$ cat src/rtl/sfq_pkg.sv
package sfq_pkg;
   typedef enum logic [2:0] {
      A_DATA = 3'd0,
      A_STAT = 3'd1,
      A_THR  = 3'd2,
      A_MASK = 3'd3,
      A_RAW  = 3'd4,
      A_MSKD = 3'd5,
      A_CLR  = 3'd6
   } sfq_addr_e;

   localparam int ST_TXE  = 0;
   localparam int ST_TXNF = 1;
   localparam int ST_RXNE = 2;
   localparam int ST_RXF  = 3;
   localparam int ST_BSY  = 4;
   localparam int NSTAT   = 5;

   localparam int IR_OVR = 0;
   localparam int IR_TMO = 1;
   localparam int IR_RXW = 2;
   localparam int IR_TXW = 3;
   localparam int NIRQ   = 4;
endpackage

$ cat src/rtl/sfq_fifo.sv
module sfq_fifo #(
   parameter int DW    = 8,
   parameter int DEPTH = 256,
   localparam int AW   = $clog2(DEPTH),
   localparam int CW   = $clog2(DEPTH + 1)
) (
   input  logic          clk,
   input  logic          rst_n,
   input  logic          push,
   input  logic [DW-1:0] wdata,
   input  logic          pop,
   output logic [DW-1:0] rdata,
   output logic [CW-1:0] count,
   output logic          empty,
   output logic          full
);
   generate
      if (DEPTH < 2 || (1 << AW) != DEPTH) begin : g_bad_depth
         $error("sfq_fifo: DEPTH must be a power of two of at least 2");
      end
   endgenerate

   logic [DW-1:0] mem [DEPTH];
   logic [AW-1:0] wp, rp;
   logic          do_push, do_pop;

   assign empty   = (count == '0);
   assign full    = (count == CW'(DEPTH));
   assign do_pop  = pop && !empty;
   assign do_push = push && (!full || do_pop);
   assign rdata   = mem[rp];

   always_ff @(posedge clk) begin
      if (do_push) mem[wp] <= wdata;
   end

   always_ff @(posedge clk or negedge rst_n) begin
      if (!rst_n) begin
         wp    <= '0;
         rp    <= '0;
         count <= '0;
      end else begin
         if (do_push) wp <= wp + 1'b1;
         if (do_pop)  rp <= rp + 1'b1;
         if (do_push && !do_pop)      count <= count + 1'b1;
         else if (do_pop && !do_push) count <= count - 1'b1;
      end
   end
endmodule

$ cat src/rtl/sfq_timeout.sv
module sfq_timeout #(
   parameter int TICKS = 32
) (
   input  logic clk,
   input  logic rst_n,
   input  logic tick,
   input  logic rx_push,
   input  logic rx_pop,
   input  logic rx_empty,
   input  logic clr,
   output logic flag
);
   generate
      if (TICKS == 0) begin : g_off
         logic unused_tmo_in;
         assign unused_tmo_in = ^{tick, rx_push, rx_pop, rx_empty, clr, clk, rst_n};
         assign flag = 1'b0;
      end else begin : g_on
         localparam int TW = $clog2(TICKS + 1);
         logic [TW-1:0] cnt;
         logic          quiet, hit;

         assign quiet = !rx_push && !rx_pop && !rx_empty;
         assign hit   = tick && quiet && (cnt == TW'(TICKS - 1));

         always_ff @(posedge clk or negedge rst_n) begin
            if (!rst_n) begin
               cnt  <= '0;
               flag <= 1'b0;
            end else begin
               if (!quiet)                          cnt <= '0;
               else if (hit)                        cnt <= TW'(TICKS);
               else if (clr)                        cnt <= '0;
               else if (tick && cnt != TW'(TICKS))  cnt <= cnt + 1'b1;

               if (hit)                             flag <= 1'b1;
               else if (clr || rx_push || rx_pop)   flag <= 1'b0;
            end
         end
      end
   endgenerate
endmodule

$ cat src/rtl/sfq_irq.sv
module sfq_irq
   import sfq_pkg::*;
#(
   parameter int CW   = 9,
   parameter int WM_W = 7
) (
   input  logic            clk,
   input  logic            rst_n,
   input  logic            ovr_evt,
   input  logic            clr_ovr,
   input  logic            tmo_flag,
   input  logic [CW-1:0]   rx_count,
   input  logic [CW-1:0]   tx_count,
   input  logic [WM_W-1:0] wm_rx,
   input  logic [WM_W-1:0] wm_tx,
   input  logic [NIRQ-1:0] mask,
   output logic [NIRQ-1:0] raw,
   output logic [NIRQ-1:0] masked,
   output logic            irq
);
   generate
      if (WM_W > CW) begin : g_bad_wm
         $error("sfq_irq: watermark wider than occupancy count");
      end
   endgenerate

   logic ovr_q;

   always_ff @(posedge clk or negedge rst_n) begin
      if (!rst_n)       ovr_q <= 1'b0;
      else if (ovr_evt) ovr_q <= 1'b1;
      else if (clr_ovr) ovr_q <= 1'b0;
   end

   always_comb begin
      raw         = '0;
      raw[IR_OVR] = ovr_q;
      raw[IR_TMO] = tmo_flag;
      raw[IR_RXW] = (rx_count >= CW'(wm_rx));
      raw[IR_TXW] = (tx_count <= CW'(wm_tx));
   end

   assign masked = raw & mask;
   assign irq    = |masked;
endmodule

$ cat src/rtl/serflash_fifo_irq.sv
module serflash_fifo_irq
   import sfq_pkg::*;
#(
   parameter int DEPTH     = 256,
   parameter int WM_W      = 7,
   parameter int WM_RESET  = 32,
   parameter int TMO_TICKS = 32
) (
   input  logic        clk,
   input  logic        rst_n,
   input  logic        reg_wr,
   input  logic        reg_rd,
   input  logic [2:0]  reg_addr,
   input  logic [15:0] reg_wdata,
   output logic [15:0] reg_rdata,
   input  logic        sh_tx_pop,
   output logic [7:0]  sh_tx_data,
   output logic        sh_tx_valid,
   input  logic        sh_rx_push,
   input  logic [7:0]  sh_rx_data,
   input  logic        sh_busy,
   input  logic        sclk_tick,
   output logic        irq
);
   localparam int CW = $clog2(DEPTH + 1);

   generate
      if (WM_W < 1 || WM_W > 7) begin : g_bad_wmw
         $error("serflash_fifo_irq: WM_W must be 1..7");
      end
      if (WM_RESET < 0 || WM_RESET >= (1 << WM_W)) begin : g_bad_wmr
         $error("serflash_fifo_irq: WM_RESET does not fit WM_W bits");
      end
   endgenerate

   logic [CW-1:0]   rx_count, tx_count;
   logic            rx_empty, rx_full, tx_empty, tx_full;
   logic [7:0]      rx_head;
   logic            rx_pop, tx_push, clr_wr;
   logic [WM_W-1:0] wm_rx, wm_tx;
   logic [NIRQ-1:0] mask, raw_word, masked_word;
   logic [NSTAT-1:0] stat;
   logic            tmo_flag, ovr_evt;
   logic            unused_hi;

   assign unused_hi = reg_wdata[15];

   assign tx_push = reg_wr && (reg_addr == A_DATA);
   assign rx_pop  = reg_rd && (reg_addr == A_DATA) && !rx_empty;
   assign clr_wr  = reg_wr && (reg_addr == A_CLR);
   assign ovr_evt = sh_rx_push && rx_full && !rx_pop;

   sfq_fifo #(.DW(8), .DEPTH(DEPTH)) u_txq (
      .clk   (clk),
      .rst_n (rst_n),
      .push  (tx_push),
      .wdata (reg_wdata[7:0]),
      .pop   (sh_tx_pop),
      .rdata (sh_tx_data),
      .count (tx_count),
      .empty (tx_empty),
      .full  (tx_full)
   );

   sfq_fifo #(.DW(8), .DEPTH(DEPTH)) u_rxq (
      .clk   (clk),
      .rst_n (rst_n),
      .push  (sh_rx_push),
      .wdata (sh_rx_data),
      .pop   (rx_pop),
      .rdata (rx_head),
      .count (rx_count),
      .empty (rx_empty),
      .full  (rx_full)
   );

   sfq_timeout #(.TICKS(TMO_TICKS)) u_tmo (
      .clk      (clk),
      .rst_n    (rst_n),
      .tick     (sclk_tick),
      .rx_push  (sh_rx_push),
      .rx_pop   (rx_pop),
      .rx_empty (rx_empty),
      .clr      (clr_wr && reg_wdata[IR_TMO]),
      .flag     (tmo_flag)
   );

   sfq_irq #(.CW(CW), .WM_W(WM_W)) u_irq (
      .clk      (clk),
      .rst_n    (rst_n),
      .ovr_evt  (ovr_evt),
      .clr_ovr  (clr_wr && reg_wdata[IR_OVR]),
      .tmo_flag (tmo_flag),
      .rx_count (rx_count),
      .tx_count (tx_count),
      .wm_rx    (wm_rx),
      .wm_tx    (wm_tx),
      .mask     (mask),
      .raw      (raw_word),
      .masked   (masked_word),
      .irq      (irq)
   );

   always_ff @(posedge clk or negedge rst_n) begin
      if (!rst_n) begin
         wm_rx <= WM_W'(WM_RESET);
         wm_tx <= WM_W'(WM_RESET);
         mask  <= '0;
      end else if (reg_wr) begin
         if (reg_addr == A_THR) begin
            wm_rx <= reg_wdata[8 +: WM_W];
            wm_tx <= reg_wdata[0 +: WM_W];
         end
         if (reg_addr == A_MASK) mask <= reg_wdata[NIRQ-1:0];
      end
   end

   always_comb begin
      stat          = '0;
      stat[ST_TXE]  = tx_empty;
      stat[ST_TXNF] = !tx_full;
      stat[ST_RXNE] = !rx_empty;
      stat[ST_RXF]  = rx_full;
      stat[ST_BSY]  = sh_busy || !tx_empty;
   end

   always_comb begin
      reg_rdata = '0;
      case (reg_addr)
         A_DATA: if (!rx_empty) reg_rdata[7:0] = rx_head;
         A_STAT: reg_rdata[NSTAT-1:0] = stat;
         A_THR: begin
            reg_rdata[8 +: WM_W] = wm_rx;
            reg_rdata[0 +: WM_W] = wm_tx;
         end
         A_MASK: reg_rdata[NIRQ-1:0] = mask;
         A_RAW:  reg_rdata[NIRQ-1:0] = raw_word;
         A_MSKD: reg_rdata[NIRQ-1:0] = masked_word;
         default: reg_rdata = '0;
      endcase
   end

   assign sh_tx_valid = !tx_empty;
endmodule

$ cat config.mk
export PLATFORM = sky130hd
export DESIGN_NAME = serflash_fifo_irq
export DESIGN_NICKNAME = d
export VERILOG_FILES = /design/src/rtl/sfq_pkg.sv /design/src/rtl/sfq_fifo.sv /design/src/rtl/sfq_timeout.sv /design/src/rtl/sfq_irq.sv /design/src/rtl/serflash_fifo_irq.sv
export SDC_FILE = /design/constraint.sdc
export NUM_CORES = 2
export LEC_CHECK = 0
export BUFFER_PORTS_ARGS = -buffer_cell sky130_fd_sc_hd__buf_2
export CAP_MARGIN = 20
export CORE_MARGIN = 5
export CORE_UTILIZATION = 40
export DETAILED_ROUTE_END_ITERATION = 8
export PLACE_DENSITY = 0.66
export SLEW_MARGIN = 20
export SYNTH_ARGS = -nofsm -noshare
export SYNTH_HDL_FRONTEND = slang
export SYNTH_SLANG_ARGS = --single-unit
export TNS_END_PERCENT = 100
$ cat constraint.sdc
create_clock -name clk -period 5.3 [get_ports clk]
set_input_delay 0.53 -clock clk [delete_from_list [all_inputs] [get_ports clk]]
set_output_delay 0.53 -clock clk [all_outputs]
set_load 0.02 [all_outputs]
==> tab_implementation.tex <==
\begin{tabular}{lr}
\hline
Metric & Value \\
\hline
\multicolumn{2}{l}{\textbf{Yosys}} \\
Synth Register Bits & 4,172 \\
Top\_reg\_cell synth & sky130\_fd\_sc\_hd\_\_edfxtp\_1 \\
Asr flop ratio synth & 0.0182 \\
Number of library cell types mapped by synthesis & 64 \\
Syn\_nets & between 7,000 and 8,000 \\
Number of warning messages in the yosys log & 0 \\
Sequential fraction of the synthesis area & 0.769 \\
Count of mapped cells out of synthesis & 7,351 \\
Number of flops mapped to enable cells by yosys & 4,096 \\
Cell area after synthesis & 162,000 um2 \\
Post-Synthesis Mean Instance Area & 22.1 um2 \\
\multicolumn{2}{l}{\textbf{Placement}} \\
Hpwl dp & 241,000 um \\
Cell count after placement & 12,900 \\
Port bufs & 58 \\
Placer congestion estimate & approximately 0.85 \\
\multicolumn{2}{l}{\textbf{Setup path}} \\
Startpoint of the worst-slack reg-to-reg timing path & u\_txq.count[0]\$\_DFFE\_PN0P\_ \\
Kind of start point of the critical path & flop \\
Slowest CP cell & sky130\_fd\_sc\_hd\_\_nor2\_4 \\
Maximum single-stage delay on the critical path & about 0.8 ns \\
List of cells traversed by the critical path & inv\_4 > nor2\_4 > buf\_12 > buf\_4 > a22o\_1 > o21ai\_0 > o21ai\_1 > nor3\_2 > nor3\_1 > buf\_4 > a211o\_1 > buf\_2 \\
Critical Path RT & 4.77 ns \\
Crit path max fanout & 19 \\
Critical path endpoint category & output port \\
Cell mode on critical path & sky130\_fd\_sc\_hd\_\_buf\_4 \\
Classification of the worst setup path & reg -> out \\
Critical path startpoint & u\_rxq.rp[3]\$\_DFFE\_PN0P\_ \\
Arrival time reported for the critical path endpoint & 4.84 ns \\
\multicolumn{2}{l}{\textbf{Pwr}} \\
Worst voltage drop across the vdd grid & 453 uV \\
Power density over the cells & 488 nW/um2 \\
Overall power consumption & 90.6 mW \\
Static Leak & $\sim$58 nW \\
\multicolumn{2}{l}{\textbf{Floorplanning}} \\
Core area & 405,000 um2 \\
Die span in x & 647 um \\
Core Rows & 234 \\
Die height & 647 um \\
Die Footprint & 419,000 um2 \\
Effective utilization at floorplan & 0.401 \\
Boundary pin count & 61 \\
\multicolumn{2}{l}{\textbf{Timing}} \\
Number of pins with negative max-slew slack in the final report & 0 \\
Worst-margin pin slew & 1.17 ns \\
Portion of the clock cycle consumed by the worst path in the final layout & 1.01 \\
Fmax achieved & 186 MHz \\
Worst slew slack as a fraction of its limit & 0.223 \\
Unrepaired setup endpoints after global routing & yes \\
Worst hold margin & 0.0225 ns \\
Min Clock Period, post-route & approximately 5.4 ns \\
Total count of hold-check failures in the final report & 0 \\
Post-route setup slack & -0.0701 ns \\
Post-route setup TNS & -0.0701 ns \\
Final setup viols & 1 \\
Clk\_skew & 0.0355 ns \\
\multicolumn{2}{l}{\textbf{Clock network}} \\
H-tree level count & 5 \\
Maximum root-to-sink buffer count & 4 \\
Root buf cell & sky130\_fd\_sc\_hd\_\_clkbuf\_16 \\
TritonCTS clock tree & built \\
Sink Count & 4,172 \\
Clk pin slew, worst setup/hold paths & roughly 0.06 ns \\
Clock buffers created by TritonCTS & 402 \\
Clock latency of the later-clocked register in the worst-skew pair & between 0.9 and 1 ns \\
\multicolumn{2}{l}{\textbf{Layout}} \\
Fraction of final layout cells with drive strength greater than 1 & 0.289 \\
Area used by multi-input combinational logic & approximately 35,000 um2 \\
Leading cell type in the layout, fill and taps excluded & sky130\_fd\_sc\_hd\_\_edfxtp\_1 \\
Number of inserted filler cells in the final layout & 33,100 \\
Most frequent cells in the layout & sky130\_fd\_sc\_hd\_\_edfxtp\_1 (4,096), sky130\_fd\_sc\_hd\_\_mux4\_2 (1,166), sky130\_fd\_sc\_hd\_\_nor2\_1 (573), sky130\_fd\_sc\_hd\_\_buf\_4 (426), sky130\_fd\_sc\_hd\_\_clkbuf\_16 (409) \\
Storage element area & 125,000 um2 \\
Final instance count without filler cells & 13,700 \\
P\&R area growth vs syn & 14.4\% \\
Total Nets Final & 7,986 \\
\multicolumn{2}{l}{\textbf{Drt}} \\
DRT antenna net count & 0 \\
Via density & 5.73 \\
Count of vias placed by the detailed router & 78,400 \\
Per-cell routed wire length & 28.9 um \\
Drt first-iter violations & 9,788 \\
WL final & 395,000 um \\
Total iterations of the first detailed-routing run & 6 \\
DRC violations left & 0 \\
\multicolumn{2}{l}{\textbf{Global routing}} \\
Antenna violations before repair & 8 \\
Residual overflow from global routing & 0 \\
Via count of the first global-routing pass & 79,900 \\
GRT Util Overall & 0.185 \\
Maximum number of pins on one net before global-route repair & 161 \\
Global-route wire length before repair & 573,000 um \\
\multicolumn{2}{l}{\textbf{Min path}} \\
Min-Delay Path Class & in -> reg \\
Hold Startpoint & sh\_rx\_data[4] \\
\multicolumn{2}{l}{\textbf{Outcome}} \\
Violations in the final reports & negative setup slack \\
Outcome & finished with violations \\
\multicolumn{2}{l}{\textbf{Run}} \\
Total of max-cap violations & 0 \\
\hline
\end{tabular}
==> path summary, 6_finish.rpt <==
| check | slack [ns] | cells past startpoint | end |
|---|---|---|---|
| setup / recovery | -0.07 | 12 | reg_rdata[5] |
| hold / removal | 0.02 | 1 | u_rxq.mem[90][4]$_DFFE_PP_ |
| min in group asynchronous | 0.10 | 2 | u_rxq.wp[3]$_DFFE_PN0P_ |
| hold reg to reg | 0.54 | 1 | u_rxq.count[0]$_DFFE_PN0P_ |
| max in group asynchronous | 3.89 | 3 | u_txq.rp[4]$_DFFE_PN0N_ |
| setup reg to reg | 1.38 | 14 | u_txq.count[8]$_DFFE_PN0P_ |
==> kinds of logic (layout without fill, tap and decap cells) <==
logic type,Yosys count,after routing,share of synthesized area
buffers and inverters,462,1358,0.0135
adder cells (fa/ha/maj),44,44,0.00348
multiplexers,1278,1278,0.169
other,1,7,0.0000231
XOR/XNOR,49,49,0.00264
flip-flops,4172,4172,0.769
AO/OA/AOI/OAI,418,418,0.0178
AND/OR/NAND/NOR,927,927,0.0244
==> layout make-up <==
| class | count | area share |
|---|---|---|
| inverter | 39 | 0.000802 |
| clock buffer | 491 | 0.0566 |
| clock inverter | 253 | 0.0137 |
| timing repair buffer | 575 | 0.0290 |
| multi-input combinational | 2717 | 0.191 |
| sequential | 4172 | 0.673 |
| tap | 5428 | 0.0366 |
| antenna | 6 | 0.0000808 |
==> metal layers <==
metal / up-vias / routed length [um] / GRT usage
met5: - / 0 / 0
met4: 0 / 15200 / 0.0632
met3: 715 / 31700 / 0.0289
met2: 3769 / 195000 / 0.305
met1: 41900 / 153000 / 0.253
li1: 32000 / - / -
==> metrics by stage <==
step / area [um2] / setup WS (ns) / utilization
2_1_floorplan: 162000 / 1.80 / -
3_3_place_gp: 172000 / 0.557 / 0.424
5_1_grt: 186000 / -0.0553 / 0.458
6_report: 186000 / -0.0701 / 0.458
3_5_place_dp: 172000 / 0.549 / 0.424
4_1_cts: 185000 / 0.00120 / 0.457
==> what timing repair did <==
item	CTS	global route
hold buffers	11	0
endpoints found under the setup margin	16	14
gates cloned	2	4
endpoints found under the hold margin	35	0
buffers inserted	13	21
pin swaps	1	4
gates resized for setup	29	24
==> synthesized netlist by cell type (all sizes together) (14+ instances only) <==
cell type / n / area share
nand3: 33 / 0.0010
clkbuf: 223 / 0.0052
and2: 20 / 0.00077
nor3: 26 / 0.00080
inv: 38 / 0.00088
a221oi: 32 / 0.0017
mux2: 20 / 0.0014
a22o: 37 / 0.0020
o21ai: 74 / 0.0023
a211oi: 24 / 0.0011
a22oi: 69 / 0.0032
mux4: 1166 / 0.16
nor2: 575 / 0.013
xnor2: 34 / 0.0018
o22ai: 29 / 0.0011
mux2i: 92 / 0.0057
o211ai: 14 / 0.00065
xor2: 15 / 0.00081
edfxtp: 4096 / 0.76
dfrtp: 74 / 0.011
a21oi: 69 / 0.0021
buf: 200 / 0.0075
nor4: 23 / 0.00089
ha: 42 / 0.0032
nand2: 143 / 0.0033
nand4: 15 / 0.00058
nor2b: 49 / 0.0019
==> registers in the layout (all words and copies together) (netlist names), 6 cells and up <==
register,cells
u_rxq.count,9
u_rxq.mem,2048
u_rxq.rp,8
u_rxq.wp,8
u_tmo.g_on.cnt,6
u_txq.count,9
u_txq.mem,2048
u_txq.rp,8
u_txq.wp,8
wm_rx,7
wm_tx,7
==> critical path, delay by kind of cell, from the launching register on <==
kind | cells | cell delay, ns
compound gates | 4 | 0.69
buf+inv | 5 | 1.03
flops | 1 | 0.68
simple gates | 3 | 1.43
==> power breakdown <==
group | switching, mW | internal, mW
clock network | 12.3 | 16.1
registers | 0.636 | 36.6
logic | 13.2 | 11.7
(Power assumes the default switching activity.)
